$ cat src/rtl/dmaseq_pkg.sv
// Shared types for the DMA channel sequencer.
// Assumes a 32-bit control word with fixed field positions.
package dmaseq_pkg;
    localparam logic [2:0] MODE_STOP  = 3'd0;
    localparam logic [2:0] MODE_BASIC = 3'd1;
    localparam logic [2:0] MODE_AUTO  = 3'd2;
    localparam logic [1:0] INC_NONE   = 2'd3;
    localparam logic [3:0] ARB_MAX    = 4'd10;

    typedef enum logic [1:0] {ST_IDLE, ST_RD, ST_WR, ST_ARB} seq_state_t;

    typedef struct packed {
        logic [1:0] dst_inc;
        logic [1:0] dst_size;
        logic [1:0] src_inc;
        logic [1:0] src_size;
        logic [3:0] arb_log2;
        logic [2:0] mode;
    } ctrl_fields_t;
endpackage

$ cat src/rtl/dmaseq_decode.sv
// Control-word checker: derives the group size and flags illegal settings.
// Assumes fields are already split out; only address bits 1:0 matter.
module dmaseq_decode
    import dmaseq_pkg::*;
#(
    parameter int CNT_W = 11
) (
    input  ctrl_fields_t     fields,
    input  logic [1:0]       src_lo,
    input  logic [1:0]       dst_lo,
    output logic [CNT_W-1:0] grp_size,
    output logic             cfg_err
);
    logic [3:0] arb_eff;
    logic       bad_inc, bad_align, bad_mode;

    // Group size is 2^R with R limited to the legal maximum.
    always_comb begin
        arb_eff  = (fields.arb_log2 > ARB_MAX) ? ARB_MAX : fields.arb_log2;
        grp_size = CNT_W'(1) << arb_eff;
    end

    // Configuration legality: increment vs size, alignment, supported mode.
    always_comb begin
        bad_inc   = (fields.src_inc != INC_NONE && fields.src_inc < fields.src_size) ||
                    (fields.dst_inc != INC_NONE && fields.dst_inc < fields.dst_size);
        bad_align = (fields.src_size == 2'd3) || (fields.dst_size == 2'd3) ||
                    (fields.src_size == 2'd1 && src_lo[0]) ||
                    (fields.src_size == 2'd2 && src_lo != 2'd0) ||
                    (fields.dst_size == 2'd1 && dst_lo[0]) ||
                    (fields.dst_size == 2'd2 && dst_lo != 2'd0);
        bad_mode  = !(fields.mode == MODE_STOP || fields.mode == MODE_BASIC ||
                      fields.mode == MODE_AUTO);
        cfg_err   = bad_inc || bad_align || bad_mode;
    end
endmodule

$ cat src/rtl/dmaseq_addr.sv
// Current-address generator: end pointer minus (remaining-1) << increment.
// Assumes remaining is at least one whenever the address is used.
module dmaseq_addr
    import dmaseq_pkg::*;
#(
    parameter int ADDR_W = 32,
    parameter int CNT_W  = 11
) (
    input  logic [ADDR_W-1:0] end_addr,
    input  logic [1:0]        inc,
    input  logic [CNT_W-1:0]  remaining,
    output logic [ADDR_W-1:0] cur_addr
);
    logic [ADDR_W-1:0] back_off;

    // Distance back from the end address for the next item.
    always_comb begin
        back_off = ADDR_W'(remaining - 1'b1) << inc;
        cur_addr = (inc == INC_NONE) ? end_addr : end_addr - back_off;
    end
endmodule

$ cat src/rtl/dmaseq_engine.sv
// Single-channel DMA sequencer. Loads a descriptor, waits for enable and a
// request, then moves items as read/write pairs in groups of 2^R.
// Assumes the memory returns read data one cycle after a read and never stalls.
module dmaseq_engine
    import dmaseq_pkg::*;
#(
    parameter int ADDR_W    = 32,
    parameter int DATA_W    = 32,
    parameter int MAX_ITEMS = 1024,
    localparam int CNT_W    = $clog2(MAX_ITEMS + 1)
) (
    input  logic              clk,
    input  logic              rst_n,
    input  logic              desc_load,
    input  logic [ADDR_W-1:0] desc_src_end,
    input  logic [ADDR_W-1:0] desc_dst_end,
    input  logic [31:0]       desc_ctrl,
    input  logic              en_set,
    input  logic              sw_req,
    input  logic              burst_req,
    input  logic              single_req,
    input  logic              req_mask,
    input  logic              use_burst,
    output logic              bus_valid,
    output logic              bus_write,
    output logic [ADDR_W-1:0] bus_addr,
    output logic [1:0]        bus_size,
    output logic [DATA_W-1:0] bus_wdata,
    input  logic [DATA_W-1:0] bus_rdata,
    output logic              chan_en,
    output logic [31:0]       ctrl_out,
    output logic [CNT_W-1:0]  remaining,
    output logic              grp_rel,
    output logic              done,
    output logic              err
);
    seq_state_t        state_q;
    logic [31:0]       ctrl_q;
    logic [ADDR_W-1:0] src_end_q, dst_end_q, src_cur, dst_cur;
    logic [CNT_W-1:0]  remaining_q, grp_left_q, grp_size;
    logic              chan_en_q, grp_rel_q, done_q, err_q, cfg_err;
    logic              hw_burst, hw_single, trigger, full_grp;
    ctrl_fields_t      fields;

    // Split the stored control word into its fields.
    always_comb begin
        fields.dst_inc  = ctrl_q[31:30];
        fields.dst_size = ctrl_q[29:28];
        fields.src_inc  = ctrl_q[27:26];
        fields.src_size = ctrl_q[25:24];
        fields.arb_log2 = ctrl_q[17:14];
        fields.mode     = ctrl_q[2:0];
    end

    dmaseq_decode #(.CNT_W(CNT_W)) decode_i (
        .fields(fields), .src_lo(src_end_q[1:0]), .dst_lo(dst_end_q[1:0]),
        .grp_size(grp_size), .cfg_err(cfg_err)
    );

    dmaseq_addr #(.ADDR_W(ADDR_W), .CNT_W(CNT_W)) src_addr_i (
        .end_addr(src_end_q), .inc(fields.src_inc),
        .remaining(remaining_q), .cur_addr(src_cur)
    );

    dmaseq_addr #(.ADDR_W(ADDR_W), .CNT_W(CNT_W)) dst_addr_i (
        .end_addr(dst_end_q), .inc(fields.dst_inc),
        .remaining(remaining_q), .cur_addr(dst_cur)
    );

    // Request qualification: mask, burst-only attribute, enable and mode.
    always_comb begin
        hw_burst  = burst_req && !req_mask;
        hw_single = single_req && !req_mask && !use_burst;
        trigger   = chan_en_q && (fields.mode != MODE_STOP) &&
                    (sw_req || hw_burst || hw_single);
        full_grp  = sw_req || hw_burst || (fields.mode == MODE_AUTO);
    end

    // Sequencer state, counters, write-back and status pulses.
    always_ff @(posedge clk) begin
        if (!rst_n) begin
            state_q     <= ST_IDLE;
            ctrl_q      <= '0;
            src_end_q   <= '0;
            dst_end_q   <= '0;
            remaining_q <= '0;
            grp_left_q  <= '0;
            chan_en_q   <= 1'b0;
            grp_rel_q   <= 1'b0;
            done_q      <= 1'b0;
            err_q       <= 1'b0;
        end else begin
            grp_rel_q <= 1'b0;
            done_q    <= 1'b0;
            if (en_set) chan_en_q <= 1'b1;
            case (state_q)
                ST_IDLE: begin
                    if (desc_load) begin
                        ctrl_q      <= desc_ctrl;
                        src_end_q   <= desc_src_end;
                        dst_end_q   <= desc_dst_end;
                        remaining_q <= CNT_W'(desc_ctrl[13:4]) + 1'b1;
                        err_q       <= 1'b0;
                    end else if (trigger) begin
                        if (cfg_err) begin
                            err_q     <= 1'b1;
                            chan_en_q <= 1'b0;
                        end else if (remaining_q != '0) begin
                            grp_left_q <= full_grp ? grp_size : CNT_W'(1);
                            state_q    <= ST_RD;
                        end
                    end
                end
                ST_RD: state_q <= ST_WR;
                ST_WR: begin
                    remaining_q <= remaining_q - 1'b1;
                    grp_left_q  <= grp_left_q - 1'b1;
                    if (remaining_q == CNT_W'(1)) begin
                        ctrl_q[2:0]  <= MODE_STOP;
                        ctrl_q[13:4] <= '0;
                        chan_en_q    <= 1'b0;
                        done_q       <= 1'b1;
                        grp_rel_q    <= 1'b1;
                        state_q      <= ST_IDLE;
                    end else if (grp_left_q == CNT_W'(1)) begin
                        grp_rel_q    <= 1'b1;
                        ctrl_q[13:4] <= 10'(remaining_q - CNT_W'(2));
                        state_q      <= (fields.mode == MODE_AUTO) ? ST_ARB : ST_IDLE;
                    end else begin
                        state_q <= ST_RD;
                    end
                end
                ST_ARB: begin
                    grp_left_q <= grp_size;
                    state_q    <= ST_RD;
                end
                default: state_q <= ST_IDLE;
            endcase
        end
    end

    // Bus drive: read from source, then write the returned data to destination.
    always_comb begin
        bus_valid = (state_q == ST_RD) || (state_q == ST_WR);
        bus_write = (state_q == ST_WR);
        bus_addr  = bus_write ? dst_cur : src_cur;
        bus_size  = bus_write ? fields.dst_size : fields.src_size;
        bus_wdata = bus_rdata;
    end

    assign chan_en   = chan_en_q;
    assign ctrl_out  = ctrl_q;
    assign remaining = remaining_q;
    assign grp_rel   = grp_rel_q;
    assign done      = done_q;
    assign err       = err_q;
endmodule

$ cat config.mk
export PLATFORM = sky130hd
export DESIGN_NAME = dmaseq_engine
export DESIGN_NICKNAME = d
export VERILOG_FILES = /design/src/rtl/dmaseq_pkg.sv /design/src/rtl/dmaseq_decode.sv /design/src/rtl/dmaseq_addr.sv /design/src/rtl/dmaseq_engine.sv
export SDC_FILE = /design/constraint.sdc
export NUM_CORES = 1
export LEC_CHECK = 0
export ABC_CLOCK_PERIOD_IN_PS = 6200
export BUFFER_PORTS_ARGS = -buffer_cell sky130_fd_sc_hd__buf_2
export CAP_MARGIN = 10
export CORE_MARGIN = 4
export CORE_UTILIZATION = 56
export CTS_CLUSTER_SIZE = 28
export DETAILED_ROUTE_END_ITERATION = 16
export PLACE_DENSITY = 0.95
export SLEW_MARGIN = 5
export SYNTH_ARGS = -nofsm -noshare
export SYNTH_HDL_FRONTEND = slang
export SYNTH_SLANG_ARGS = --single-unit
$ cat constraint.sdc
create_clock -name clk -period 6.2 [get_ports clk]
set_clock_uncertainty 0.15 [all_clocks]
set_input_delay 0.31 -clock clk [delete_from_list [all_inputs] [get_ports clk]]
set_output_delay 0.31 -clock clk [all_outputs]
set_load 0.05 [all_outputs]
==> impl_metrics.ini <==
[run_status]
status = complete, but fails checks
violations = negative hold slack

[worst_setup_path]
worstPathMaxFanout = 7
path_cells = inv_1 -> ha_2 -> nand2_2 -> or3_4 -> or3_4 -> a31oi_4 -> xor2_4 -> nor2_1 -> a21oi_1 -> mux2i_1 -> ha_1 -> nand2_1 -> o21ai_0 -> nand3_1 -> and3_1 -> a21oi_1 -> a41oi_1 -> a31oi_1 -> xnor2_1 -> o31ai_1 -> clkbuf_4
reg2reg_to = ctrl_out[12]
crit_path_max_incr_delay_ns = 0.45
cp.arrival_ns = 5.62
cpMaxStageDelayCell = ha_1
startpoint_type = flop
crit_type = reg2out
r2r_setup_slack_ns = 2.22
worstPathRequired_ns = 5.74
cp_top_family = compound AO/OA/AOI/OAI gates
rr_startpoint = state_q[0]
critPathBufInv = 2
end_kind = output port
reg2reg_depth = 8

[clocking]
clkLatencyLatePin_ns = 0.43
cts_tree = built
clockRootBuffer = clkbuf_16
clock_sinks = 124
clk_pin_slew_ns = 0.07
ctsHtreeMaxLevel = 4
cts_buffers = 17
clockBufferDepth = 2

[sta]
holdWs_ns = -0.00891
finalWorstPathRequiredPeriod_ns = 6.08
drv_slew = 0
fmax_ghz = 0.164
timing.setup.tns_ns = 0
rsz0062_at_grt = yes
slew_headroom_pct = 29.5
tightest_slew_ns = 1.05
setup_viol = 0
report.final.hold_viol_count = 1
period_share_pct = 98.1

[routing]
wl_mm = 36.1
drc = 0
vias_per_cell = 6.31
wl_per_cell_um = 18.8
vias = 12073
dr.pass1.iters = 6
ant_nets = 0
drt_iter0_markers = 1489

[die]
die-area_um2 = 21300
initial_core_util_pct = 56.9
ioPinCount = 252
die_x_um = 146
coreArea_um2 = 18700
dieHeight_um = 146
rows = 50

[global_routing]
grt_pass1_vias = 11331
grt_pass1_wl_mm = 56.9
grt_max_degree = 85
antenna_found_initial = 0
grt_usage_pct = 32.1
overflow = 0

[place]
gp_congestion = 0.970
place_area_um2 = 11400
dp_hpwl_mm = 24.1
placed_cells = 1800
portBuffers = 187

[synth]
ys_warn_count = 0
synth.distinct_cells = 81
synth_nets = 1701
syn_avg_cell_area_um2 = 7.16
yosys_most_used_dff = dfxtp_1
synthArstFlopShare_pct = 0
synth_area_um2 = 10600
synth-edff-count = 0
ys_ff_latch = 124
syn-instance-count = 1486
synth_seq_area_share_pct = 23.3

[pwr]
p_leak_nw = 5.69
ir_worst_vdd_v = 0.000240
power_density_nw_per_um2 = 369

[final_layout]
drive_gt1_share_pct = 16.1
syn_to_final_growth_pct = 20.8
design_area_um2 = 12800
seq_area_um2 = 2480
multi_input_area_um2 = 7510
fill_cells = 1415
antennaDiodeCount = 0
fin_util_pct = 68.7
fin_nets = 1882
finalNonFillerCells = 1913

[job]
cap_violations = 0

[hold_path]
min_to = ctrl_out[14]
hp-class = in2reg
hold_start = desc_ctrl[14]
hold_depth = 3
state kept, by name, indices dropped and copies added (netlist names):
name        cells
done            1
state_q         2
grp_left_q     11
chan_en         1
ctrl_out       32
src_end_q      32
grp_rel         1
err             1
dst_end_q      32
remaining      11
cell usage after synthesis, types with 9 or more instances:
| master | number | area (µm²) |
|---|---|---|
| a211oi_1 | 38 | 285 |
| a21boi_0 | 14 | 105 |
| a21o_1 | 34 | 255 |
| a21oi_1 | 185 | 926 |
| a31oi_1 | 18 | 113 |
| and3_1 | 9 | 56.3 |
| buf_1 | 12 | 45.0 |
| buf_4 | 34 | 255 |
| clkbuf_1 | 65 | 244 |
| dfxtp_1 | 124 | 2480 |
| ha_1 | 76 | 951 |
| inv_1 | 30 | 113 |
| mux2i_1 | 32 | 320 |
| nand2_1 | 280 | 1050 |
| nand2b_1 | 14 | 87.6 |
| nand3_1 | 30 | 150 |
| nor2_1 | 114 | 428 |
| nor2b_1 | 15 | 93.8 |
| nor3_1 | 31 | 155 |
| o211a_1 | 12 | 120 |
| o211ai_1 | 10 | 75.1 |
| o21a_1 | 10 | 75.1 |
| o21ai_0 | 82 | 410 |
| o21bai_1 | 10 | 75.1 |
| o31ai_1 | 10 | 75.1 |
| or3_1 | 10 | 62.6 |
| xnor2_1 | 47 | 412 |
| xor2_1 | 21 | 184 |
where the power goes:
part / total (W) / internal [W] / switching [W]
combinational: 0.00277 / 0.000931 / 0.00184
clock: 0.00102 / 0.000612 / 0.000406
sequential: 0.000948 / 0.000860 / 0.0000883
total: 0.00474 / 0.00240 / 0.00234
logic make-up (layout without fill, tap and decap cells):
logic type                 count (synthesis)  in the layout  synth area share, %
xor gates and xnor gates                  69             69                 5.75
and+or+nand+nor                          541            541                 22.4
DFF                                      124            124                 23.3
adders and majority gates                 78             78                 9.32
buffers and inverters                    150            343                 6.65
AOI/OAI and AO/OA                        489            489                 29.3
muxes                                     35             35                 3.33
timing repair:
| action | 4_1_cts | 5_1_grt |
|---|---|---|
| resized for setup | 0 | 19 |
| hold buffers | 81 | 0 |
| setup buffers | 0 | 1 |
| endpoints found under the hold margin | 81 | 0 |
| endpoints found under the setup margin | 0 | 11 |
worst max-delay path by stage:
stage | startpoint | end | slack (ns) | cells past startpoint
after floorplan | remaining[2] | bus_addr[29] | 0.21 | 22
after global placement | remaining[2] | bus_addr[31] | 0.70 | 21
after detailed placement | remaining[2] | bus_addr[31] | 0.51 | 21
after CTS | remaining[2] | bus_addr[31] | 0.008 | 21
after global routing | remaining[1] | bus_addr[31] | -0.07 | 21
final | remaining[1] | bus_addr[24] | 0.12 | 21
layer usage:
metal	global-route usage [%]	part of all wire, %	vias to the layer above
met2	50.1	44	815
met5	0	0	-
met4	17.8	5.9	0
met3	6.70	11	194
met1	41.6	39	5452
li1	-	-	5612
cell type report:
class / count / area share (%)
timing repair buffer: 281 / 14.5
tap: 234 / 2.28
clock buffer: 22 / 3.61
inverter: 31 / 0.906
multi-input combinational: 1212 / 58.5
clock inverter: 9 / 0.896
sequential: 124 / 19.3
metrics by stage:
| stage | total power (W) | hold WS (ns) | worst slack (ns) |
|---|---|---|---|
| 3_5_place_dp | 0.00356 | 0.294 | 0.515 |
| 5_1_grt | 0.00495 | 0.00941 | -0.0715 |
| 3_3_place_gp | 0.00351 | 0.289 | 0.703 |
| 6_report | 0.00474 | -0.00891 | 0.116 |
| 4_1_cts | 0.00461 | 0.00141 | 0.00824 |
| 2_1_floorplan | 0.00301 | 0.291 | 0.212 |
worst min-delay path, cell delays in order:
cell	delay, ns
buf_2	0.10
nand2_1	0.05
a21boi_0	0.06
layout by cell type (no fill, tap or decap), drive strengths merged, types with 10 or more instances in the layout:
cell | synthesis | routed
o21bai | 10 | 10
mux2i | 32 | 32
inv | 31 | 31
a31oi | 19 | 19
ha | 76 | 76
xnor2 | 47 | 47
a21oi | 186 | 186
o21a | 11 | 11
o31ai | 11 | 11
a211oi | 40 | 40
buf | 54 | 198
nand2 | 281 | 281
dfxtp | 124 | 124
o21ai | 89 | 89
a21o | 34 | 34
o211ai | 10 | 10
dlygate4sd3 | 0 | 81
a21boi | 15 | 15
nand3 | 30 | 30
nor2 | 116 | 116
o211a | 12 | 12
xor2 | 22 | 22
or3 | 12 | 12
clkbuf | 65 | 24
nor3 | 32 | 32
nand2b | 14 | 14
nor2b | 15 | 15
(Power assumes the default switching activity.)
